<file path="src/rtl/wmul_pkg.sv">
// Shared definitions for the signed word multiplier.
// Assumes a 10-bit extended opcode whose top bit selects the overflow form.
package wmul_pkg;

    localparam int XO_W      = 10;
    localparam int XO_OE_BIT = 9;

    typedef enum logic [1:0] {
        ST_IDLE = 2'd0,
        ST_RUN  = 2'd1,
        ST_FIN  = 2'd2
    } state_e;

    typedef struct packed {
        logic ov;
        logic so;
    } flags_t;

endpackage

</file>
<file path="src/rtl/wmul_operand_prep.sv">
// Splits one register operand into sign and magnitude of its low word.
// Assumes REG_W >= WORD_W; bits above the word are deliberately discarded.
// The magnitude of the most negative word fits WORD_W bits as unsigned.
module wmul_operand_prep #(
    parameter int WORD_W = 32,
    parameter int REG_W  = 64
) (
    input  logic [REG_W-1:0]  reg_i,
    output logic [WORD_W-1:0] mag_o,
    output logic              neg_o
);

    logic [WORD_W-1:0] word;
    logic              hi_unused;

    assign word      = reg_i[WORD_W-1:0];
    assign hi_unused = ^reg_i[REG_W-1:WORD_W];

    // Sign of the word, then its absolute value.
    always_comb begin
        neg_o = word[WORD_W-1];
        mag_o = neg_o ? (~word + WORD_W'(1)) : word;
    end

endmodule

</file>
<file path="src/rtl/wmul_shift_add_core.sv">
// Unsigned iterative multiplier that retires STEP_BITS multiplier bits per step.
// Assumes WORD_W is a multiple of STEP_BITS.
// The accumulator holds the full 2*WORD_W product after WORD_W/STEP_BITS steps.
module wmul_shift_add_core #(
    parameter int WORD_W    = 32,
    parameter int STEP_BITS = 1
) (
    input  logic                clk,
    input  logic                rst_n,
    input  logic                load_i,
    input  logic                step_i,
    input  logic [WORD_W-1:0]   mcand_i,
    input  logic [WORD_W-1:0]   mplier_i,
    output logic [2*WORD_W-1:0] acc_o
);

    localparam int PROD_W = 2 * WORD_W;

    logic [PROD_W-1:0] acc_q;
    logic [PROD_W-1:0] mcand_q;
    logic [WORD_W-1:0] mplier_q;
    logic [PROD_W-1:0] sum;

    // Add one shifted partial product for each multiplier bit retired this step.
    always_comb begin
        sum = acc_q;
        for (int j = 0; j < STEP_BITS; j++) begin
            if (mplier_q[j]) begin
                sum = sum + (mcand_q << j);
            end
        end
    end

    // Load operands on start; advance the shift-add recurrence on each step.
    always_ff @(posedge clk) begin
        if (!rst_n) begin
            acc_q    <= '0;
            mcand_q  <= '0;
            mplier_q <= '0;
        end else if (load_i) begin
            acc_q    <= '0;
            mcand_q  <= {{WORD_W{1'b0}}, mcand_i};
            mplier_q <= mplier_i;
        end else if (step_i) begin
            acc_q    <= sum;
            mcand_q  <= mcand_q << STEP_BITS;
            mplier_q <= mplier_q >> STEP_BITS;
        end
    end

    assign acc_o = acc_q;

endmodule

</file>
<file path="src/rtl/wmul_ovf_detect.sv">
// Decides whether a signed 2*WORD_W product fits in a signed WORD_W word.
// The upper half is sorted into three cases: all zero, all one, or mixed.
module wmul_ovf_detect #(
    parameter int WORD_W = 32
) (
    input  logic [2*WORD_W-1:0] prod_i,
    output logic                ovf_o
);

    logic [WORD_W-1:0] upper;
    logic              low_sign;

    assign upper    = prod_i[2*WORD_W-1:WORD_W];
    assign low_sign = prod_i[WORD_W-1];

    // Classify the upper half against the sign of the low word.
    always_comb begin
        if (upper == '0) begin
            ovf_o = low_sign;
        end else if (upper == '1) begin
            ovf_o = ~low_sign;
        end else begin
            ovf_o = 1'b1;
        end
    end

endmodule

</file>
<file path="src/rtl/wmul_ovf.sv">
// Top level of the signed word multiplier with overflow flag update.
// A start pulse in idle captures operands, opcode and incoming flags.
// The core runs ITERS steps, one cycle applies sign and flags, then done pulses.
// Assumes synchronous active-low reset; starts seen while busy are dropped.
module wmul_ovf #(
    parameter int WORD_W    = 32,
    parameter int STEP_BITS = 1
) (
    input  logic                clk,
    input  logic                rst_n,
    input  logic                start_i,
    input  logic [9:0]          xo_i,
    input  logic [2*WORD_W-1:0] ra_i,
    input  logic [2*WORD_W-1:0] rb_i,
    input  logic                ov_i,
    input  logic                so_i,
    output logic                busy_o,
    output logic                done_o,
    output logic [2*WORD_W-1:0] prod_o,
    output logic                ov_o,
    output logic                so_o
);

    import wmul_pkg::*;

    localparam int REG_W = 2 * WORD_W;
    localparam int ITERS = WORD_W / STEP_BITS;
    localparam int CNT_W = $clog2(ITERS + 1);
    localparam logic [CNT_W-1:0] LAST_STEP = CNT_W'(ITERS - 1);

    state_e            state_q;
    logic [CNT_W-1:0]  cnt_q;
    logic              oe_q;
    logic              neg_q;
    flags_t            flags_in_q;
    flags_t            flags_out_q;
    flags_t            flags_nxt;
    logic [REG_W-1:0]  prod_q;
    logic              done_q;
    logic              accept;
    logic              running;
    logic              xo_unused;

    logic [1:0][REG_W-1:0]  raw_ops;
    logic [1:0][WORD_W-1:0] mags;
    logic [1:0]             negs;
    logic [REG_W-1:0]       acc;
    logic [REG_W-1:0]       prod_fix;
    logic                   ovf;

    assign accept    = start_i && (state_q == ST_IDLE);
    assign running   = (state_q == ST_RUN);
    assign xo_unused = ^(xo_i & ~(XO_W'(1) << XO_OE_BIT));
    assign raw_ops[0] = ra_i;
    assign raw_ops[1] = rb_i;

    // One sign/magnitude splitter for each operand.
    for (genvar g = 0; g < 2; g++) begin : g_prep
        wmul_operand_prep #(
            .WORD_W (WORD_W),
            .REG_W  (REG_W)
        ) u_prep (
            .reg_i (raw_ops[g]),
            .mag_o (mags[g]),
            .neg_o (negs[g])
        );
    end

    wmul_shift_add_core #(
        .WORD_W    (WORD_W),
        .STEP_BITS (STEP_BITS)
    ) u_core (
        .clk      (clk),
        .rst_n    (rst_n),
        .load_i   (accept),
        .step_i   (running),
        .mcand_i  (mags[0]),
        .mplier_i (mags[1]),
        .acc_o    (acc)
    );

    // Give the unsigned magnitude product its sign back.
    always_comb begin
        prod_fix = neg_q ? (~acc + REG_W'(1)) : acc;
    end

    wmul_ovf_detect #(
        .WORD_W (WORD_W)
    ) u_detect (
        .prod_i (prod_fix),
        .ovf_o  (ovf)
    );

    // Choose updated flags: overflow form writes OV and ORs into SO, plain form passes through.
    always_comb begin
        if (oe_q) begin
            flags_nxt.ov = ovf;
            flags_nxt.so = flags_in_q.so | ovf;
        end else begin
            flags_nxt = flags_in_q;
        end
    end

    // Sequence idle -> run (ITERS steps) -> finish -> idle.
    always_ff @(posedge clk) begin
        if (!rst_n) begin
            state_q <= ST_IDLE;
            cnt_q   <= '0;
        end else begin
            unique case (state_q)
                ST_IDLE: begin
                    if (start_i) begin
                        state_q <= ST_RUN;
                        cnt_q   <= '0;
                    end
                end
                ST_RUN: begin
                    cnt_q <= cnt_q + CNT_W'(1);
                    if (cnt_q == LAST_STEP) begin
                        state_q <= ST_FIN;
                    end
                end
                ST_FIN:  state_q <= ST_IDLE;
                default: state_q <= ST_IDLE;
            endcase
        end
    end

    // Capture opcode bit, product sign and incoming flags when a start is accepted.
    always_ff @(posedge clk) begin
        if (!rst_n) begin
            oe_q       <= 1'b0;
            neg_q      <= 1'b0;
            flags_in_q <= '0;
        end else if (accept) begin
            oe_q       <= xo_i[XO_OE_BIT];
            neg_q      <= negs[0] ^ negs[1];
            flags_in_q <= '{ov: ov_i, so: so_i};
        end
    end

    // Register the result and flags in the finish cycle and pulse done.
    always_ff @(posedge clk) begin
        if (!rst_n) begin
            prod_q      <= '0;
            flags_out_q <= '0;
            done_q      <= 1'b0;
        end else begin
            done_q <= 1'b0;
            if (state_q == ST_FIN) begin
                prod_q      <= prod_fix;
                flags_out_q <= flags_nxt;
                done_q      <= 1'b1;
            end
        end
    end

    assign busy_o = (state_q != ST_IDLE);
    assign done_o = done_q;
    assign prod_o = prod_q;
    assign ov_o   = flags_out_q.ov;
    assign so_o   = flags_out_q.so;

endmodule

</file>
<file path="config.mk">
export PLATFORM = sky130hd
export DESIGN_NAME = wmul_ovf
export DESIGN_NICKNAME = d
export VERILOG_FILES = /design/src/rtl/wmul_pkg.sv /design/src/rtl/wmul_operand_prep.sv /design/src/rtl/wmul_shift_add_core.sv /design/src/rtl/wmul_ovf_detect.sv /design/src/rtl/wmul_ovf.sv
export SDC_FILE = /design/constraint.sdc
export NUM_CORES = 1
export LEC_CHECK = 0
export BUFFER_PORTS_ARGS = -buffer_cell sky130_fd_sc_hd__clkbuf_2
export CAP_MARGIN = 5
export CORE_ASPECT_RATIO = 2
export CORE_MARGIN = 2
export CORE_UTILIZATION = 64
export DETAILED_ROUTE_END_ITERATION = 12
export GPL_ROUTABILITY_DRIVEN = 0
export MAX_ROUTING_LAYER = met4
export PLACE_DENSITY = 0.87
export SLEW_MARGIN = 20
export SYNTH_ARGS = -nofsm -noshare
export SYNTH_HDL_FRONTEND = slang
export SYNTH_SLANG_ARGS = --single-unit
</file>
<file path="constraint.sdc">
create_clock -name clk -period 9.2 [get_ports clk]
set_input_delay 0.46 -clock clk [delete_from_list [all_inputs] [get_ports clk]]
set_output_delay 0.46 -clock clk [all_outputs]
set_load 0.005 [all_outputs]
</file>
## After elaboration in Yosys (flattened, before gate mapping)

Index checks and enable logic that the tools add are counted.

| storage, ports and cells | value |
|---|---|
| output and inout bits | 68 |
| input bits | 143 |
| logic and storage cells | 58 |
| register bits | 239 |

| operators by class | value |
|---|---|
| add/subtract/negate cells | 5 |
| reductions and logical operators | 10 |
| bitwise gates (word level) | 7 |
| muxes and demuxes | 16 |
| equal/unequal tests | 6 |

Operator list:

| kind | count |
|---|---|
| $mux 32 | 6 |
| $add 32x1->32 const B | 2 |
| $add 64x1->64 const B | 1 |
| $add 64x64->64 | 1 |
| $mux 64 | 1 |
| $not 32->32 | 2 |
| $not 64->64 | 1 |
| $eq 32x32->1 const B | 1 |
| $logic_not 32->1 | 1 |
| $pmux 6 s2 | 1 |
| $add 6x1->6 const B | 1 |
| $eq 6x5->1 const B | 1 |
| $mux 2 | 3 |
| $mux 6 | 1 |
| $reduce_and 2->1 | 3 |
| $reduce_bool 2->1 | 3 |
| $pmux 2 s2 | 1 |
| $mux 1 | 3 |
| $eq 2x1->1 const B | 1 |
| $eq 2x2->1 const B | 1 |
| $logic_not 2->1 | 1 |
| $ne 2x1->1 const B | 1 |
| $ne 2x2->1 const B | 1 |
| $not 1->1 | 2 |
| 4 further kinds | 4 |

## Depth between registers and ports, before layout

Gate-level depths: netlist of the first run.

| depth | value |
|---|---|
| depth after elaboration | 8 |
| gate-level depth with buffers | 14 |
| mapped depth without buffers | 13 |

## Modules after synthesis

From an unflattened synthesis of the first run, not the netlist that was laid out.

| unflattened totals | value |
|---|---|
| cells, all modules | 2117 |
| area total of the unflattened synthesis | 16783.6 µm² |

By module, submodules not included:

| module | sequential area each (µm²) | cells each | instances | area an instance (µm²) |
|---|---|---|---|---|
| wmul_shift_add_core | 3203.1 | 1225 | 1 | 9801.9 |
| wmul_ovf | 1581.5 | 662 | 1 | 5262.5 |
| wmul_operand_prep | 0.0 | 103 | 2 | 784.5 |
| wmul_ovf_detect | 0.0 | 24 | 1 | 150.1 |

## Least setup slack after synthesis of the first run

OpenSTA, ideal clock, no wires.

| timing | value |
|---|---|
| path kind | register to register |
| start point | register u_core.acc_q[37] (netlist: u_core.acc_o[37]) |
| end point | register flags_out_q, in the netlist ov_o |
| required time | 9067 ps |
| clock period less this slack | 3883 ps |
| stages on the path, launching flop included | 14 |
| setup slack | 5317 ps |
| buffers on the path | 3 |
| arrival | 3750 ps |
| setup time | 133 ps |
| path through | dfxtp_1 -> buf_6 -> or4_4 -> or3_1 -> buf_6 -> or4_4 -> buf_6 -> or4_1 -> a211oi_2 -> o21ai_1 -> or4_1 -> or4_1 -> nand4_1 -> a31oi_1 |

| between the ends | value |
|---|---|
| longest elaborated chain between the ends | 7 |
| elaborated cells between the ends (all ways) | 8 |
| classes of those cells | add/sub: 1; eq/ne: 1; mux: 4; bitwise: 1; reduce/logical: 1 |

RTL lines:

| item | line | text |
|---|---|---|
| start: declaration | wmul_shift_add_core.sv:19 | `logic [PROD_W-1:0] acc_q;` |
| start signal: assignment | wmul_shift_add_core.sv:45 | `acc_q <= sum;` |
| $not 64->64 | wmul_ovf.sv:84 | `prod_fix = neg_q ? (~acc + REG_W'(1)) : acc;` |
| $add 64x1->64 | wmul_ovf.sv:84 |  |
| $mux 64 * | wmul_ovf.sv:84 |  |
| $eq 32x32->1 | wmul_ovf_detect.sv:20 | `end else if (upper == '1) begin` |
| $mux 1 | wmul_ovf_detect.sv:20 |  |
| $mux 1 * | wmul_ovf_detect.sv:18 | `if (upper == '0) begin` |
| $mux 2 * | wmul_ovf.sv:96 | `if (oe_q) begin` |
| end signal: assignment | wmul_ovf.sv:152 | `flags_out_q <= flags_nxt;` |
| end: declaration | wmul_ovf.sv:36 | `flags_t flags_out_q;` |

Every way passes the cells marked *; elsewhere a longest branch is shown, timed or not.
A chain may end at the register's enable or synchronous reset.

## Worst setup path after layout of the first run

| timing | value |
|---|---|
| start point | register u_core.acc_q[31] (netlist: u_core.acc_o[31]) |
| end point | register flags_out_q, in the netlist ov_o |

| between the ends | value |
|---|---|
| longest elaborated chain between the ends | 7 |
| elaborated cells between the ends (all ways) | 9 |
| classes of those cells | add/sub: 1; eq/ne: 1; mux: 4; bitwise: 2; reduce/logical: 1 |

RTL lines:

| item | line |
|---|---|
| $not 64->64 | wmul_ovf.sv:84 |
| $add 64x1->64 | wmul_ovf.sv:84 |
| $mux 64 * | wmul_ovf.sv:84 |
| $eq 32x32->1 or $not 1->1 (tied branches) | wmul_ovf_detect.sv:20, wmul_ovf_detect.sv:21 |
| $mux 1 | wmul_ovf_detect.sv:20 |
| $mux 1 * | wmul_ovf_detect.sv:18 |
| $mux 2 * | wmul_ovf.sv:96 |

Marked as above.

==> impl_metrics.tcl, run 1 <==
set metrics [dict create \
    antenna-diode-count 0 \
    drive_gt1_frac 0.0985 \
    synth_ff_type "sky130_fd_sc_hd__dfxtp_1" \
    ir_worst_vdd_mv 0.146 \
    grt_setup_unrepaired "no" \
    sequential_element_share_of_the_synthesized_area 0.305 \
    clock_sinks 239 \
    run_status "finished, final reports clean" \
    netlist_instances 2099 \
    synth.yosys.warnings 0 \
    crit_path_end "ov_o" \
    core_outline_area_um2 24200 \
    hold_violation_total_from_the_final_report 0 \
    worst_hold_startpoint "ov_i" \
    post_cts_setup_repair_bufs 0 \
    grt_first_pass_wirelength_mm 68.7 \
    syn-mean-instance-area_um2 7.46 \
    timing.critical_path.slowest_stage_cell "sky130_fd_sc_hd__or4_4" \
    setup_violators_final 0 \
    critPathMaxStageDelay_ns 0.71 \
    path_cells "or4_4 > or3_1 > or4_4 > o41ai_2 > xor2_1 > o21ai_1 > or4_1 > or4_1 > nand4_1 > a31oi_1" \
    grt_antenna_before_repair 0 \
    post_drt_wl_per_cell_um 17.3 \
    post_synth_fa_ha_maj_area_fraction 0.0548 \
    final_period_minus_worst_setup_slack_ns 4.54 \
    grt_use_total 0.327 \
    cell_at_the_root_of_the_clock_tree "sky130_fd_sc_hd__clkbuf_16" \
    synth_cell_types 68 \
    detailedPlacementHpwl_mm 29.6 \
    die_area_um2 25800 \
    synth_xor_area_frac 0.0917 \
    hold_crit_path_type "in -> reg" \
    number_of_enable_type_register_cells_in_the_synthesized_netlist 0 \
    synth.mux.area_fraction 0.00583 \
    worst_setup_path_startpoint "u_core.acc_o[31]" \
    clk_pin_slew_worst_paths_ns 0.07 \
    layout_net_count 2338 \
    cts_tree "yes" \
    die_y_um 225 \
    via_per_inst 6.43 \
    syn_area_um2 15700 \
    timing.critical_path.required_ns 9.57 \
    buffer_ports.inserted 137 \
    final.period_utilization 0.494 \
    dpl-instance-area_um2 16300 \
    critical_path_startpoint_category "register" \
    critical_path.endpoint_type "register" \
    complex_gate_fraction_of_the_synthesized_area 0.254 \
    synth_most_common_cell "sky130_fd_sc_hd__nand2_1" \
    largest_net_degree_at_the_start_of_global_routing 122 \
    max_cap_viol_count 0 \
    floorplan.rows 81 \
    synth-simple-area-share 0.245 \
    worstRegToRegCells 10 \
    netlist.top_cell.by_area "sky130_fd_sc_hd__dfxtp_1" \
    globalRouteOverflowTotal 0 \
    wirelength_mm 42.2 \
    dp_worst_setup_slack_ns 4.73 \
    fin_area_um2 17000 \
    post_cts_resized 0 \
    detailedRoute.firstPassIterationCount 8 \
    worstSkewPairLatency_ns 0.53 \
    cts-buffers-inserted 23 \
    worstPathArrival_ns 4.92 \
    die_width_um 115 \
    r2r_setup_slack_ns 4.66 \
    synth_largest_type_area_fraction 0.305 \
    worst_r2r_startpoint "u_core.acc_o[31]" \
    synth_async_sr_flop_share 0 \
    post-route-drc-count 0 \
    fin_tns_setup_ns 0 \
    initial_core_util 0.647 \
    first_iter_violations 1462 \
    cts_hold_buf 0 \
    timing.rr.end "ov_o" \
    postSynthNetCount 2310 \
    cts_max_level 1 \
    syn2layout_area_growth_pct 8.44 \
    p_per_area_nw_per_um2 137 \
    cts-root-to-sink-buffers 3 \
    largest_family_of_logic_cells_by_synthesized_area "compound AO/OA/AOI/OAI gates" \
    worst_slack_ns 4.66 \
    boundaryPins 211 \
    antenna_left 0 \
    synth.area.top_cells "sky130_fd_sc_hd__dfxtp_1 (31%), sky130_fd_sc_hd__nand2_1 (9.0%), sky130_fd_sc_hd__a21oi_1 (5.6%), sky130_fd_sc_hd__ha_1 (5.4%), sky130_fd_sc_hd__xnor2_1 (5.2%)" \
    finalMaxSlewViolations 0 \
    netlist_top_cells_count "sky130_fd_sc_hd__nand2_1 (377), sky130_fd_sc_hd__dfxtp_1 (239), sky130_fd_sc_hd__nor2_1 (194), sky130_fd_sc_hd__a21oi_1 (176), sky130_fd_sc_hd__clkbuf_1 (120)" \
    ys_seq_elements 239 \
    worst_slew_pin_slew_ns 1.10 \
    fmax_mhz 220 \
    finClkSkew_ns 0.0121 \
    p_leak_nw 6.69 \
    maxSlewHeadroom 0.269 \
    critPathMaxFanout 17 \
    number_of_global_route_vias_before_repair 14200 \
    p_total_mw 2.33 \
    timing.setup.critical_path_class "reg -> reg" \
    number_of_vias_after_detailed_routing 15600 \
]
## power by group
group	switching [mW]	leakage, nW	internal [mW]
registers	0.0343	1.94	1.06
clock network	0.412	0.346	0.508
logic	0.198	4.40	0.111
total	0.645	6.69	1.68
## metrics by stage
step | hold WS [ns] | utilization | cells
2_1_floorplan | 0.436 | - | 2099
3_3_place_gp | 0.442 | 0.671 | 2392
3_5_place_dp | 0.447 | 0.671 | 2392
4_1_cts | 0.152 | 0.701 | 2432
5_1_grt | 0.160 | 0.701 | 2432
6_report | 0.164 | 0.701 | 2432
## sequential cells by signal, summed over array words and instances (netlist names)
register / count
done_o: 1
u_core.mplier_q: 32
so_o: 1
ov_o: 1
prod_o: 64
oe_q: 1
u_core.mcand_q: 64
neg_q: 1
cnt_q: 6
u_core.acc_o: 64
flags_in_q: 2
state_q: 2
## final cells by class
class / instances / area [um2]
Sequential cell: 239 / 4790
Tap cell: 290 / 363
Multi-Input combinational cell: 1685 / 10200
Timing Repair Buffer: 147 / 764
Clock inverter: 11 / 103
Clock buffer: 29 / 618
Fill cell: 2033 / 7230
Inverter: 31 / 119
## per-layer routing
metal / part of all wire / wire length [um] / up-vias / GRT usage
met3: 0.077 / 3260 / 104 / 0.0425
met2: 0.46 / 19400 / 683 / 0.503
met4: 0.038 / 1590 / 0 / 0.132
met1: 0.42 / 17900 / 7210 / 0.434
met5: 0 / 0 / - / -
li1: - / - / 7639 / -
## how the worst min path moves through the flow
stage                     cells after the start            end  slack, ns
after floorplan                               2  flags_in_q[1]       0.44
after global placement                        2      prod_o[0]       0.44
after detailed placement                      2      prod_o[0]       0.45
after CTS                                     3  flags_in_q[1]       0.15
after global routing                          3  flags_in_q[1]       0.16
final                                         3  flags_in_q[1]       0.16
## kinds of logic after synthesis
kind of cell	after synthesis
buffers and inverters	175
adder cells (fa/ha/maj)	68
XOR/XNOR	164
flip-flops	239
AO/OA/AOI/OAI	600
AND/OR/NAND/NOR	844
multiplexers	9
## worst max-delay path, delay by kind of cell, from the launching register on
family	cells	cell delay (ns)
simple gates	6	2.91
compound gates	3	0.61
flops	1	0.45
xor+xnor	1	0.41
## cells in the final DEF, fill, tap and decap left out, types with 30 or more instances in the layout
| cell type | Yosys | routed |
|---|---|---|
| sky130_fd_sc_hd__xnor2_1 | 93 | 93 |
| sky130_fd_sc_hd__a211oi_1 | 77 | 77 |
| sky130_fd_sc_hd__nor2_1 | 194 | 194 |
| sky130_fd_sc_hd__ha_1 | 67 | 67 |
| sky130_fd_sc_hd__nand2_1 | 377 | 374 |
| sky130_fd_sc_hd__a311oi_1 | 56 | 56 |
| sky130_fd_sc_hd__dfxtp_1 | 239 | 238 |
| sky130_fd_sc_hd__nor3_1 | 31 | 31 |
| sky130_fd_sc_hd__o21ai_0 | 87 | 87 |
| sky130_fd_sc_hd__nand3_1 | 59 | 59 |
| sky130_fd_sc_hd__inv_1 | 31 | 30 |
| sky130_fd_sc_hd__clkbuf_2 | 0 | 137 |
| sky130_fd_sc_hd__a21oi_1 | 176 | 176 |
| sky130_fd_sc_hd__xor2_1 | 71 | 71 |
| sky130_fd_sc_hd__o31ai_1 | 49 | 49 |
| sky130_fd_sc_hd__a21o_1 | 38 | 38 |
No activity file was read; power rests on OpenSTA's default activity.
==> run 2, diff against run 1 <==
- CORE_UTILIZATION: 64 -> 59
- PLACE_DENSITY: 0.87 -> 0.81
- clock period: 9.2 -> 4.25 ns (I/O delays scaled with it)
==> run 2 against run 1 <==
Against the previous run: clock power up 130%; worst hold slack worse by 0.16 ns; first-iteration DRC count down 13%; final cell count up 4.2%; fmax up 9.3%; critical path type unchanged; highest routed layer unchanged.
==> impl_metrics.tcl, run 2 (same netlist as run 1, synthesis figures left out) <==
set metrics [dict create \
    post-route-drc-count 0 \
    clock_sinks 239 \
    boundaryPins 211 \
    syn2layout_area_growth_pct 11.8 \
    path_cells "or4_4 > or3_1 > or4_4 > buf_4 > o21a_1 > or4_1 > a211oi_2 > nand4b_1 > or4b_1 > nand4_1 > a31oi_1" \
    cts-root-to-sink-buffers 3 \
    worstPathArrival_ns 4.55 \
    p_leak_nw 6.96 \
    die_width_um 119 \
    timing.critical_path.slowest_stage_cell "sky130_fd_sc_hd__or4_4" \
    number_of_vias_after_detailed_routing 16100 \
    floorplan.rows 84 \
    layout.cells.most_common_list "sky130_fd_sc_hd__nand2_1 (374), sky130_fd_sc_hd__dfxtp_1 (238), sky130_fd_sc_hd__nor2_1 (194)" \
    die_area_um2 28000 \
    timing.critical_path.required_ns 4.65 \
    critical_path.endpoint_type "register" \
    dpl-instance-area_um2 16700 \
    cpMostUsedCell "sky130_fd_sc_hd__or4_4" \
    finClkSkew_ns 0.0172 \
    max_cap_viol_count 0 \
    p_per_area_nw_per_um2 300 \
    power_frac_seq 0.450 \
    grt_antenna_before_repair 0 \
    fin_hold_ws_ns 0.00212 \
    combinational_power_share 0.140 \
    run_status "finished, final reports clean" \
    grt_setup_unrepaired "no" \
    fin_tns_setup_ns 0 \
    hold_violation_total_from_the_final_report 0 \
    cell_at_the_root_of_the_clock_tree "sky130_fd_sc_hd__clkbuf_16" \
    critical_path_startpoint_category "register" \
    clk_pin_slew_worst_paths_ns 0.07 \
    core_outline_area_um2 26200 \
    antenna_left 0 \
    die_y_um 234 \
    number_of_global_route_vias_before_repair 15100 \
    largest_net_degree_at_the_start_of_global_routing 105 \
    fillerInstances 2226 \
    final_core_util 0.669 \
    finalMaxSlewViolations 0 \
    cts-buffers-inserted 22 \
    first_iter_violations 1268 \
    globalRouteOverflowTotal 0 \
    multi_input_comb_area_um2 10300 \
    post_cts_setup_repair_bufs 0 \
    hold_crit_path_type "in -> reg" \
    cellInternalPower_mw 3.77 \
    detailedPlacementHpwl_mm 35.2 \
    ir_worst_vdd_mv 0.315 \
    setup_violators_final 0 \
    critical_path.top_delay_family "simple AND/OR/NAND/NOR gates" \
    maxSlewHeadroom 0.336 \
    switchingPower_mw 1.48 \
    antenna-diode-count 0 \
    grt_first_pass_wirelength_mm 75.0 \
    final.period_utilization 0.978 \
    final_period_minus_worst_setup_slack_ns 4.15 \
    critPathMaxFanout 10 \
    netSwitchingFraction 0.281 \
    detailedRoute.firstPassIterationCount 6 \
    timing.setup.critical_path_class "reg -> reg" \
    drive_gt1_frac 0.118 \
    initial_core_util 0.599 \
    fin_area_um2 17500 \
    cts_max_level 1 \
    layout_net_count 2384 \
    worstSkewPairLatency_ns 0.54 \
    cp_num_buf_inv 1 \
    p_clk_frac 0.410 \
    post_drt_wl_per_cell_um 18.6 \
    final-seq-area_um2 4790 \
    buffer_ports.inserted 137 \
    grt_use_total 0.338 \
    worst_slew_pin_slew_ns 0.996 \
    fmax_mhz 241 \
    p_total_mw 5.25 \
    most_common_cell_after_layout_fill_and_taps_aside "sky130_fd_sc_hd__nand2_1" \
    cts_tree "yes" \
    critPathMaxStageDelay_ns 0.62 \
    via_per_inst 6.37 \
    wirelength_mm 47.1 \
]
## run 2: area by class of cell
class                   count  share of cell area
flip-flops and latches    239               0.273
clock inverters            13             0.00986
inverters                  31             0.00678
well taps                 344              0.0246
multi-input cells        1685               0.585
repair buffers            194              0.0660
clock buffers              27              0.0342
## run 2: worst reg2reg max path: cells and delay by family (launching register included)
family / cells / cell delay (ns)
compound gates: 3 / 0.53
buf+inv: 1 / 0.21
flops: 1 / 0.31
simple gates: 7 / 2.97
## run 2: path summary, 6_finish.rpt
| kind | from | end | slack, ns | cells past startpoint |
|---|---|---|---|---|
| worst max register to register | u_core.acc_o[31] | ov_o | 0.1 | 11 |
| worst max-delay path | u_core.acc_o[31] | ov_o | 0.1 | 11 |
| worst min-delay path | rst_n | u_core.mplier_q[23] | 0.002 | 2 |
| worst min register to register | flags_in_q[0] | flags_in_q[0] | 0.47 | 2 |
## run 2: per-layer routing
layer,share of wire,up-vias,track usage
met3,0.057,230,0.0385
li1,-,7731,-
met5,0,-,-
met1,0.35,7479,0.332
met2,0.52,700,0.622
met4,0.073,0,0.225
## run 2: stage by stage
stage          worst slack [ns]  cells
2_1_floorplan             0.367   2099
3_3_place_gp              0.217   2488
3_5_place_dp              0.217   2488
4_1_cts                   0.198   2532
5_1_grt                 0.00215   2533
6_report                 0.0954   2533
## run 2: timing repair
action	CTS	global route
hold buffers	4	0
hold endpoints to repair	4	0
setup endpoints to repair	0	2
gates resized for setup	0	3
## run 2: power by group through the flow
stage	Combinational [mW]	Sequential, mW	Clock (mW)
CTS	0.717	2.36	2.16
finish	0.736	2.36	2.15
floorplan	0.509	2.39	0
detailed placement	0.712	2.41	0
global route	0.805	2.37	2.24
global placement	0.696	2.41	0
